[src/rtl/dmd_pkg.sv]
package dmd_pkg;

    // low prescaler modulus; the high modulus is one more
    localparam int DMD_LO_MOD = 8;
    // smallest legal main count
    localparam int DMD_MIN_B  = 3;

    typedef enum logic {
        MOD_LOW  = 1'b0,
        MOD_HIGH = 1'b1
    } pmode_t;

    // swallow/main counter status seen by the rest of the divider
    typedef struct packed {
        pmode_t mode;  // prescaler modulus requested for the current prescaler cycle
        logic   last;  // current prescaler cycle is the final one of the period
    } swl_stat_t;

    // a ratio pair is illegal when B is too small or does not exceed A
    function automatic logic cfg_bad(input logic [31:0] a, input logic [31:0] b);
        return (b < 32'(DMD_MIN_B)) || (b <= a);
    endfunction

endpackage

[src/rtl/dmd_prescaler.sv]
module dmd_prescaler
    import dmd_pkg::*;
#(
    parameter int PRE = DMD_LO_MOD
) (
    input  logic clk,
    input  logic rst,
    input  logic clr,
    input  logic sel_hi,
    output logic tc
);
    localparam int CW = $clog2(PRE + 1);

    logic [CW-1:0] cnt;
    logic [CW-1:0] top_val;

    // terminal count is PRE for the high modulus, PRE-1 for the low one
    always_comb top_val = sel_hi ? CW'(PRE) : CW'(PRE - 1);

    assign tc = (cnt == top_val);

    always_ff @(posedge clk) begin
        if (rst || clr) begin
            cnt <= '0;
        end else if (tc) begin
            cnt <= '0;
        end else begin
            cnt <= cnt + 1'b1;
        end
    end
endmodule

[src/rtl/dmd_swallow.sv]
module dmd_swallow
    import dmd_pkg::*;
#(
    parameter int AW = 8,
    parameter int BW = 10
) (
    input  logic          clk,
    input  logic          rst,
    input  logic          load,
    input  logic [AW-1:0] a_in,
    input  logic [BW-1:0] b_in,
    input  logic          tc,
    output swl_stat_t     st
);
    logic [AW-1:0] a_left;
    logic [BW-1:0] b_left;

    always_ff @(posedge clk) begin
        if (rst || load) begin
            a_left <= a_in;
            b_left <= b_in;
        end else if (tc) begin
            b_left <= b_left - 1'b1;
            if (a_left != '0) begin
                a_left <= a_left - 1'b1;
            end
        end
    end

    always_comb begin
        st.mode = (a_left != '0) ? MOD_HIGH : MOD_LOW;
        st.last = (b_left == BW'(1));
    end
endmodule

[src/rtl/dmd_cfg_hold.sv]
module dmd_cfg_hold #(
    parameter int AW = 8,
    parameter int BW = 10
) (
    input  logic          clk,
    input  logic          rst,
    input  logic          load,
    input  logic [AW-1:0] a_in,
    input  logic [BW-1:0] b_in,
    output logic [AW-1:0] a_act,
    output logic [BW-1:0] b_act
);
    // active ratio pair, changed only where a period starts
    always_ff @(posedge clk) begin
        if (rst || load) begin
            a_act <= a_in;
            b_act <= b_in;
        end
    end
endmodule

[src/rtl/swallow_div.sv]
module swallow_div
    import dmd_pkg::*;
#(
    parameter int AW  = 8,
    parameter int BW  = 10,
    parameter int PRE = DMD_LO_MOD
) (
    input  logic          clk,
    input  logic          rst,
    input  logic          stby,
    input  logic [AW-1:0] a_in,
    input  logic [BW-1:0] b_in,
    output logic          div_pulse,
    output logic          cfg_err
);
    logic          tc;
    logic          boundary;
    logic          hold;
    logic          load;
    logic          bad;
    logic          sel_hi;
    logic          pulse_q;
    swl_stat_t     st;
    logic [AW-1:0] a_act;
    logic [BW-1:0] b_act;

    // legality of the active pair, not of the live inputs
    assign bad      = cfg_bad(32'(a_act), 32'(b_act));
    assign hold     = stby | bad;
    assign boundary = tc & st.last;
    assign load     = hold | boundary;
    assign sel_hi   = (st.mode == MOD_HIGH);

    dmd_prescaler #(.PRE(PRE)) u_pre (
        .clk    (clk),
        .rst    (rst),
        .clr    (hold),
        .sel_hi (sel_hi),
        .tc     (tc)
    );

    dmd_swallow #(.AW(AW), .BW(BW)) u_swl (
        .clk  (clk),
        .rst  (rst),
        .load (load),
        .a_in (a_in),
        .b_in (b_in),
        .tc   (tc),
        .st   (st)
    );

    dmd_cfg_hold #(.AW(AW), .BW(BW)) u_cfg (
        .clk   (clk),
        .rst   (rst),
        .load  (load),
        .a_in  (a_in),
        .b_in  (b_in),
        .a_act (a_act),
        .b_act (b_act)
    );

    always_ff @(posedge clk) begin
        if (rst) begin
            pulse_q <= 1'b0;
        end else begin
            pulse_q <= boundary & ~hold;
        end
    end

    assign div_pulse = pulse_q & ~hold;
    assign cfg_err   = bad;
endmodule

[config.mk]
export PLATFORM = sky130hd
export DESIGN_NAME = swallow_div
export DESIGN_NICKNAME = d
export VERILOG_FILES = /design/src/rtl/dmd_pkg.sv /design/src/rtl/dmd_prescaler.sv /design/src/rtl/dmd_swallow.sv /design/src/rtl/dmd_cfg_hold.sv /design/src/rtl/swallow_div.sv
export SDC_FILE = /design/constraint.sdc
export NUM_CORES = 1
export LEC_CHECK = 0
export BUFFER_PORTS_ARGS = -buffer_cell sky130_fd_sc_hd__buf_4
export CELL_PAD_IN_SITES_DETAIL_PLACEMENT = 0
export CELL_PAD_IN_SITES_GLOBAL_PLACEMENT = 1
export CORE_ASPECT_RATIO = 0.8
export CORE_MARGIN = 2
export CORE_UTILIZATION = 51
export DETAILED_ROUTE_END_ITERATION = 6
export PLACE_DENSITY_LB_ADDON = 0.25
export SYNTH_ARGS = -nofsm -noshare
export SYNTH_HDL_FRONTEND = slang
export SYNTH_SLANG_ARGS = --single-unit
[constraint.sdc]
create_clock -name clk -period 6.2 [get_ports clk]
set_clock_uncertainty 0.05 [all_clocks]
set_input_delay 1.55 -clock clk [delete_from_list [all_inputs] [get_ports clk]]
set_output_delay 1.55 -clock clk [all_outputs]
set_load 0.1 [all_outputs]
# [Word-level counts from Yosys, hierarchy flattened]
# Index checks and enable logic that the tools add are counted.
[word_totals] word_cells=34 mem_bits_ro=0 latchBits=0 reg_bits=41 input_bits=21 ram_bits=0 output_inout_bits=2 n_memories=0
[classes] muxes=7 reduce_logical=8 n_div=0 bitwise_logic=6 n_shift=0 eq_ne=2 n_mul=0 magnitude_cmp=2 n_addsub=3
[ops] cell="two-way mux 8 bit" count=3
[ops] cell="two-way mux 10 bit" count=2
[ops] cell="== test 10 x 1 -> 1 bit (second input constant)" count=1
[ops] cell="<= comparator 10 x 8 -> 1 bit" count=1
[ops] cell="< comparator 10 x 2 -> 1 bit (second input constant)" count=1
[ops] cell="subtractor 10 x 1 -> 10 bit (second input constant)" count=1
[ops] cell="nonzero test 8 bit" count=1
[ops] cell="subtractor 8 x 1 -> 8 bit (second input constant)" count=1
[ops] cell="adder 4 x 1 -> 4 bit (second input constant)" count=1
[ops] cell="== test 4 bit" count=1
[ops] cell="two-way mux 4 bit" count=1
[ops] cell="nonzero test 2 bit" count=2
[ops] cell="AND 1 bit" count=3
[ops] cell="logical OR 1 bit" count=3
[ops] cell="bitwise OR 1 bit" count=2
[ops] cell="AND reduction 2 bit" count=1
[ops] cell="OR reduction 2 bit" count=1
[ops] cell="two-way mux 1 bit" count=1
[ops] cell="NOT 1 bit" count=1

# [Logic depth before layout (Yosys ltp)]
# Gate-level depths: netlist of run 1.
[logic_depth] word_depth=9 ltp_mapped=8 ltp_nobuf=7

# [Hierarchy]
# A second synthesis of run 1 with hierarchy kept.
[unflattened] hier_cells=188 area_unflattened_um2=2148.3
[by_module_without_submodules] mod="dmd_swallow" seq_area_each_um2=540.5 cells_each=109 instances=1 area_each_um2=1072.3
[by_module_without_submodules] mod="dmd_cfg_hold" seq_area_each_um2=540.5 cells_each=19 instances=1 area_each_um2=546.8
[by_module_without_submodules] mod="swallow_div" seq_area_each_um2=20.0 cells_each=41 instances=1 area_each_um2=326.6
[by_module_without_submodules] mod="dmd_prescaler" seq_area_each_um2=80.1 cells_each=19 instances=1 area_each_um2=202.7

# [Worst setup path before layout of run 1]
# OpenSTA, ideal clock, no wires.
[synth_path] path_type="reg2out" start="register u_cfg.b_act[5]" end="output div_pulse" slack_ns=0.642 t_arrival_ns=3.958 required_ns=4.600 path_buffers=0 path_stages_with_launch=7 path_cell_list="edfxtp_1 ha_1 nand4_1 a21oi_1 nor3_1 or2_2 nor3b_1"
[synth_via] elab_chain_cells=5 word_cells_on_any_way=6 classes_between="order compare: 2; bitwise: 3; reduce/logical: 1"
[synth_rtl] item="start, declared" line="dmd_cfg_hold.sv:11" rtl="output logic [BW-1:0] b_act"
[synth_rtl] item="start signal, assigned" line="dmd_cfg_hold.sv:17" rtl="b_act <= b_in;"
[synth_rtl] item="< comparator 10 x 2 -> 1 bit / <= comparator 10 x 8 -> 1 bit (equally long branches)" line="dmd_pkg.sv:21" rtl="return (b < 32'(DMD_MIN_B)) || (b <= a);"
[synth_rtl] item="logical OR 1 bit (*)" line="dmd_pkg.sv:21"
[synth_rtl] item="net cfg_err" line="swallow_div.sv:14" rtl="output logic cfg_err"
[synth_rtl] item="bitwise OR 1 bit (*)" line="swallow_div.sv:29" rtl="assign hold = stby | bad;"
[synth_rtl] item="NOT 1 bit (*)" line="swallow_div.sv:70" rtl="assign div_pulse = pulse_q & ~hold;"
[synth_rtl] item="AND 1 bit (*)" line="swallow_div.sv:70"
[synth_rtl] item="end, declared" line="swallow_div.sv:13" rtl="output logic div_pulse,"
# Mark *: on every way through the listed nets, which the timed path passes. The rest lies on a longest branch.

# [Final worst setup path of run 1]
[layout_path] start="register u_cfg.b_act[5]" end="output div_pulse"
[layout_via] elab_chain_cells=5 word_cells_on_any_way=6 classes_between="order compare: 2; bitwise: 3; reduce/logical: 1"
[layout_rtl] item="< comparator 10 x 2 -> 1 bit / <= comparator 10 x 8 -> 1 bit (equally long branches)" line="dmd_pkg.sv:21"
[layout_rtl] item="logical OR 1 bit (*)" line="dmd_pkg.sv:21"
[layout_rtl] item="bitwise OR 1 bit (*)" line="swallow_div.sv:29"
[layout_rtl] item="NOT 1 bit (*)" line="swallow_div.sv:70"
[layout_rtl] item="AND 1 bit (*)" line="swallow_div.sv:70"
# Mark *: on every way between the ends. The rest lies on a longest branch, timed or not.

==> results of run 1 <==
-- cells by family after synthesis --
| logic type | Yosys count | share of synthesized area, % |
|---|---|---|
| buffers and inverters | 20 | 4.215 |
| adder cells (fa/ha/maj) | 12 | 6.928 |
| XOR/XNOR | 14 | 5.658 |
| multiplexers | 18 | 10.22 |
| AND/OR/NAND/NOR | 50 | 13.28 |
| AO/OA/AOI/OAI | 11 | 5.196 |
| flip-flops | 41 | 54.50 |
-- registers in the layout, summed over array words and instances (netlist names) --
name / cells
u_swl.a_left: 8
u_cfg.a_act: 8
u_cfg.b_act: 10
u_pre.cnt: 4
u_swl.b_left: 10
pulse_q: 1
-- power by group --
part	switching, W	total [W]	internal [W]
combinational	0.0000573	0.000108	0.0000507
clock	0.0000866	0.000162	0.0000758
sequential	0.0000229	0.000358	0.000335
total	0.000167	0.000628	0.000461
-- worst paths after layout --
| kind | startpoint | to | slack, ps | depth (start not counted) |
|---|---|---|---|---|
| min reg2reg | u_pre.cnt[0] | u_pre.cnt[0] | 450 | 1 |
| max reg2reg | u_swl.a_left[0] | u_cfg.b_act[7] | 2690 | 7 |
| max | u_cfg.b_act[5] | div_pulse | 2120 | 7 |
| min | u_pre.cnt[0] | u_pre.cnt[0] | 450 | 1 |
-- final cells by class --
cell class	count	area [um^2]
clock buffers	5	68.82
clock inverters	3	12.51
fillers	334	1660
inverters	19	71.32
multi-input cells	105	894.6
flip-flops and latches	41	1181
well taps	57	71.32
repair buffers	22	165.2
-- critical path: cells and delay by family (launching register included) --
family	cells	cell delay, ps
AO/OA/AOI/OAI	1	320
adder cells (fa/ha/maj)	1	340
buffers and inverters	1	320
flip-flops	1	410
AND/OR/NAND/NOR	4	790
-- through the flow --
stage               util (%)  instances  area (um^2)  hold WS (ps)
floorplan                  -        166         2167         387.8
global placement       57.78        244         2384         397.6
detailed placement     57.78        244         2384         428.8
CTS                    59.75        252         2465         446.7
global route           59.75        252         2465         464.4
finish                 59.75        252         2465         447.6
-- cells in the mapped netlist (all sizes together) --
cell type | instances | area [um^2]
nor4 | 5 | 31.28
mux2 | 15 | 191.4
nand4 | 3 | 18.77
or3 | 2 | 12.51
nor2 | 12 | 45.04
or2 | 1 | 6.260
o211ai | 1 | 7.510
edfxtp | 36 | 1081
ha | 12 | 150.1
nand2 | 11 | 41.29
o21ai | 1 | 5.000
nor4b | 1 | 8.760
xor2 | 8 | 70.07
a21o | 1 | 7.510
a2111oi | 1 | 15.01
o31ai | 2 | 28.78
o311ai | 1 | 8.760
mux2i | 3 | 30.03
and4b | 1 | 10.01
a21bo | 1 | 10.01
and3 | 1 | 7.510
a21oi | 2 | 10.01
xnor2 | 6 | 52.55
inv | 19 | 71.32
a211oi | 1 | 20.02
dfxtp | 5 | 100.1
nand2b | 1 | 6.260
or4 | 1 | 8.760
nand3b | 1 | 7.510
nor3b | 2 | 26.28
nor3 | 3 | 15.01
nand3 | 3 | 20.02
buf | 1 | 20.02
nand4bb | 2 | 22.52
-- per-layer routing --
metal | vias to the layer above | GRT usage [%] | share of wire [%]
met3 | 7 | 3.634 | 2.2
met5 | - | 0 | 0
met2 | 20 | 28.29 | 45
met1 | 638 | 26.51 | 51
met4 | 0 | 4.773 | 1.0
li1 | 662 | - | -
-- cells in the final DEF (no fill, tap or decap), drive strengths merged, types with 5 or more instances in the layout --
master,count
edfxtp,36
inv,19
xnor2,6
clkbuf,5
nor2,12
mux2,15
nand2,11
buf,22
xor2,8
ha,12
nor4,5
dfxtp,5
==> impl_metrics.py, run 1 <==
metrics = {
    "floorplan": {
        "fp-row-count": 21,
        "start_util_pct": 52.53,
        "die-height_um": 62.31,
        "dieArea_um2": 4790,
        "core_um2": 4125,
        "ios": 23,
        "die_w_um": 76.88,
    },
    "clock_network": {
        "clk_latency_ps": 280,
        "cts_sinks": 41,
        "hold_buffers": 0,
        "cts_buffers": 5,
        "ctsHtreeMaxLevel": 2,
        "clockBufferDepth": 2,
        "cts_tree": "built",
        "cts_root_buffer": "clkbuf_8",
        "cts_setup_buffers": 0,
        "post_cts_resize_count": 0,
        "cts.clk_slew.worst_paths_ps": 70,
    },
    "sta": {
        "fin_crit_ps": 4077,
        "slew_headroom_pct": 18.69,
        "fin_ws_ps": 2123,
        "grt_setup_unrepaired": "false",
        "fmax_mhz": 245.3,
        "worst_pin_slew_ps": 1216,
        "finalSetupTns_ps": 0,
        "slew_violations": 0,
        "setup_viol": 0,
        "hold_viol_final": 0,
        "finalCritPeriodShare_pct": 65.76,
    },
    "place": {
        "place.gp.congestion": 0.8034,
        "hpwl_mm": 3.077,
        "numPortBuffers": 22,
        "dp_slack_ps": 2066,
    },
    "grt": {
        "antenna_found_initial": 0,
        "grt_overflow_total": 0,
        "grt_pass1_vias": 1385,
        "grt_pass1_wl_mm": 6.727,
        "grt_start_max_net_pins": 20,
        "grt_usage_pct": 18.30,
    },
    "routing": {
        "route.detailed.vias_per_inst": 5.266,
        "drt-total-wl_mm": 3.999,
        "wl_per_cell_um": 15.87,
        "drc_errors": 0,
        "first_pass_iters": 4,
        "final_antenna_net_count": 0,
        "vias": 1327,
        "drt_iter0_drc": 72,
    },
    "status": {
        "outcome": "complete, no violations",
    },
    "worst_hold_path": {
        "hp-class": "reg -> reg",
    },
    "setup_path": {
        "cpPeakStageDelay_ps": 410,
        "critPathKind": "reg -> out",
        "cp.arrival_ps": 2480,
        "cpMaxStageDelayCell": "edfxtp_1",
        "worstPathCellList": "ha_1 > nand4_1 > a21oi_1 > nor3_1 > or2_2 > nor3b_1 > buf_4",
        "end_kind": "output port",
        "start_kind": "flop",
        "critPathRequiredTime_ps": 4600,
        "crit_fanout": 3,
    },
    "synthesis": {
        "synthCells": 166,
        "seq_area_frac_synth_pct": 54.50,
        "synth_area_um2": 2167,
        "synth.ff_latch_count": 41,
        "syn-num-nets": 199,
        "ys_types": 38,
        "yosysWarnings": 0,
        "synth.avg_cell_area_um2": 13.05,
    },
    "final_layout": {
        "nets": 227,
        "syn2layout_area_growth_pct": 13.74,
        "drive_gt1_share_pct": 26.15,
        "antennaDiodeCount": 0,
    },
    "pwr": {
        "power.density_nw_per_um2": 254.8,
        "cellLeakagePower_nw": 1.021,
        "peakVddDrop_uv": 146.4,
        "power_w": 0.0006281,
    },
    "run": {
        "maxCapViolCount": 0,
    },
}
(Power assumes the default switching activity.)
==> run 2, diff against run 1 <==
Settings changed: CORE_UTILIZATION 51 to 47.
Clock period 6.2 ns to 4 ns, I/O delays scaled along.
==> run 2 against run 1 <==
  * Final cell count rose by 2.0%
  * Register-to-register slack got worse by 1500 ps
  * Sequential power rose by 54%
  * Core utilization fell by 4.2 points
  * Cell area rose by 1.7%
  * Via count rose by 0.68%
  * Clock-buffer cell count rose by 2
  * Die area rose by 8.0%
  * Flip-flop and latch count did not move
  * Critical path depth did not move
  * Critical endpoint unchanged
  * Largest power group unchanged
==> impl_metrics.py, run 2 (same netlist as run 1, synthesis figures left out) <==
metrics = {
    "clock_network": {
        "hold_buffers": 0,
        "clockBufferDepth": 2,
        "post_cts_resize_count": 0,
        "cts_setup_buffers": 0,
        "ctsHtreeMaxLevel": 2,
        "cts.clk_slew.worst_paths_ps": 80,
        "cts_sinks": 41,
        "cts_tree": "built",
        "cts_root_buffer": "clkbuf_8",
        "clk_latency_ps": 300,
        "cts_buffers": 5,
    },
    "worst_hold_path": {
        "min_path_cells": 1,
        "holdPathEnd": "u_pre.cnt[0]",
        "hp-class": "reg -> reg",
        "min_from": "u_pre.cnt[0]",
    },
    "floorplan": {
        "ios": 23,
        "start_util_pct": 48.00,
        "die-height_um": 64.74,
        "die_w_um": 79.92,
        "dieArea_um2": 5173,
        "fp-row-count": 22,
        "core_um2": 4514,
    },
    "grt": {
        "grt_overflow_total": 0,
        "grt_start_max_net_pins": 19,
        "antenna_found_initial": 0,
        "grt_pass1_wl_mm": 6.658,
        "grt_pass1_vias": 1363,
        "grt_usage_pct": 17.65,
    },
    "final_layout": {
        "stdcell_count": 257,
        "final_cell_mix": "edfxtp_1, buf_4, inv_1",
        "stdcell_area_um2": 2507,
        "nets": 229,
        "layout_commonest_cell": "edfxtp_1",
        "antennaDiodeCount": 0,
        "drive_gt1_share_pct": 27.92,
        "syn2layout_area_growth_pct": 15.70,
        "largestRegisters": "u_cfg.b_act: 10 flops, u_swl.b_left: 10 flops",
    },
    "setup_path": {
        "reg2regPathDepth": 8,
        "crit_fanout": 2,
        "start_kind": "flop",
        "cp.arrival_ps": 2400,
        "cpPeakStageDelay_ps": 400,
        "cpMaxStageDelayCell": "edfxtp_1",
        "r2r-end": "u_swl.b_left[9]",
        "worstPathCellList": "ha_1 > a21oi_1 > o21ai_0 > nor3_1 > or2_2 > nor3b_4 > buf_4",
        "critPathRequiredTime_ps": 2950,
        "reg2reg_slack_ps": 1240,
        "critPathKind": "reg -> out",
        "r2r_start": "u_swl.a_left[0]",
        "end_kind": "output port",
    },
    "place": {
        "post-place-cells": 249,
        "hpwl_mm": 3.066,
        "dp_slack_ps": 875.1,
        "numPortBuffers": 22,
        "place.gp.congestion": 0.9395,
        "place_area_um2": 2414,
    },
    "routing": {
        "final_antenna_net_count": 0,
        "route.detailed.vias_per_inst": 5.198,
        "wl_per_cell_um": 15.65,
        "drc_errors": 0,
        "drt_iter0_drc": 54,
        "vias": 1336,
        "drt-total-wl_mm": 4.022,
        "first_pass_iters": 4,
    },
    "pwr": {
        "power_w": 0.001010,
        "p_seq_share_pct": 54.6,
        "intPower_w": 0.0007398,
        "power.density_nw_per_um2": 402.6,
        "peakVddDrop_uv": 230.4,
        "power_frac_comb_pct": 17.1,
        "switching_share_pct": 26.72,
        "cellLeakagePower_nw": 1.036,
        "clkPwrFrac_pct": 28.2,
        "switching_power_w": 0.0002697,
    },
    "sta": {
        "grt_setup_unrepaired": "false",
        "setup_viol": 0,
        "slew_headroom_pct": 43.94,
        "finalCritPeriodShare_pct": 86.18,
        "fmax_mhz": 290.1,
        "fin_crit_ps": 3447,
        "slew_violations": 0,
        "finalSetupTns_ps": 0,
        "fin_ws_ps": 552.7,
        "hold_viol_final": 0,
        "worst_pin_slew_ps": 837.3,
    },
    "status": {
        "outcome": "complete, no violations",
    },
    "run": {
        "maxCapViolCount": 0,
    },
}
==> run 2: cell type report <==
cell class / count / area, um^2
fill: 381 / 2007
sequential: 41 / 1181
multi-input combinational: 105 / 905.9
timing repair buffer: 24 / 180.2
clock buffer: 7 / 86.33
tap: 60 / 75.07
inverter: 19 / 71.32
clock inverter: 1 / 7.507
==> run 2: worst max-delay path by stage <==
stage / start / end / slack [ps]
after CTS: u_cfg.b_act[3] / div_pulse / 530
after global placement: u_cfg.b_act[3] / div_pulse / 960
final: u_cfg.b_act[3] / div_pulse / 550
after detailed placement: u_cfg.b_act[3] / div_pulse / 880
after floorplan: u_cfg.b_act[5] / div_pulse / 360
after global routing: u_cfg.b_act[5] / div_pulse / 370
==> run 2: critical path, delay by kind of cell, from the launching register on <==
kind,cells,cell delay (ps)
flip-flops,1,400
adder cells (fa/ha/maj),1,330
AO/OA/AOI/OAI,2,450
buffers and inverters,1,310
AND/OR/NAND/NOR,3,600
==> run 2: routing by layer <==
metal / vias up / global-route usage (%) / wire [um]
met5: - / 0 / 0
met4: 0 / 9.110 / 101
met3: 10 / 4.318 / 175
met2: 28 / 26.25 / 1749
met1: 634 / 23.96 / 1995
li1: 664 / - / -
==> run 2: power by group through the flow <==
stage | sequential (W) | combinational, W | clock (W)
finish | 0.000552 | 0.000173 | 0.000285
global route | 0.000558 | 0.000191 | 0.000310
CTS | 0.000552 | 0.000175 | 0.000293
detailed placement | 0.000561 | 0.000173 | 0
global placement | 0.000559 | 0.000166 | 0
floorplan | 0.000552 | 0.000127 | 0
==> run 2: metrics by stage <==
stage                     hold slack (ps)  utilization, %
final                               428.4           55.54
after global routing                474.7           55.54
after CTS                           430.8           55.54
after detailed placement            413.9           53.46
after global placement              397.3           53.46
after floorplan                     387.8               -
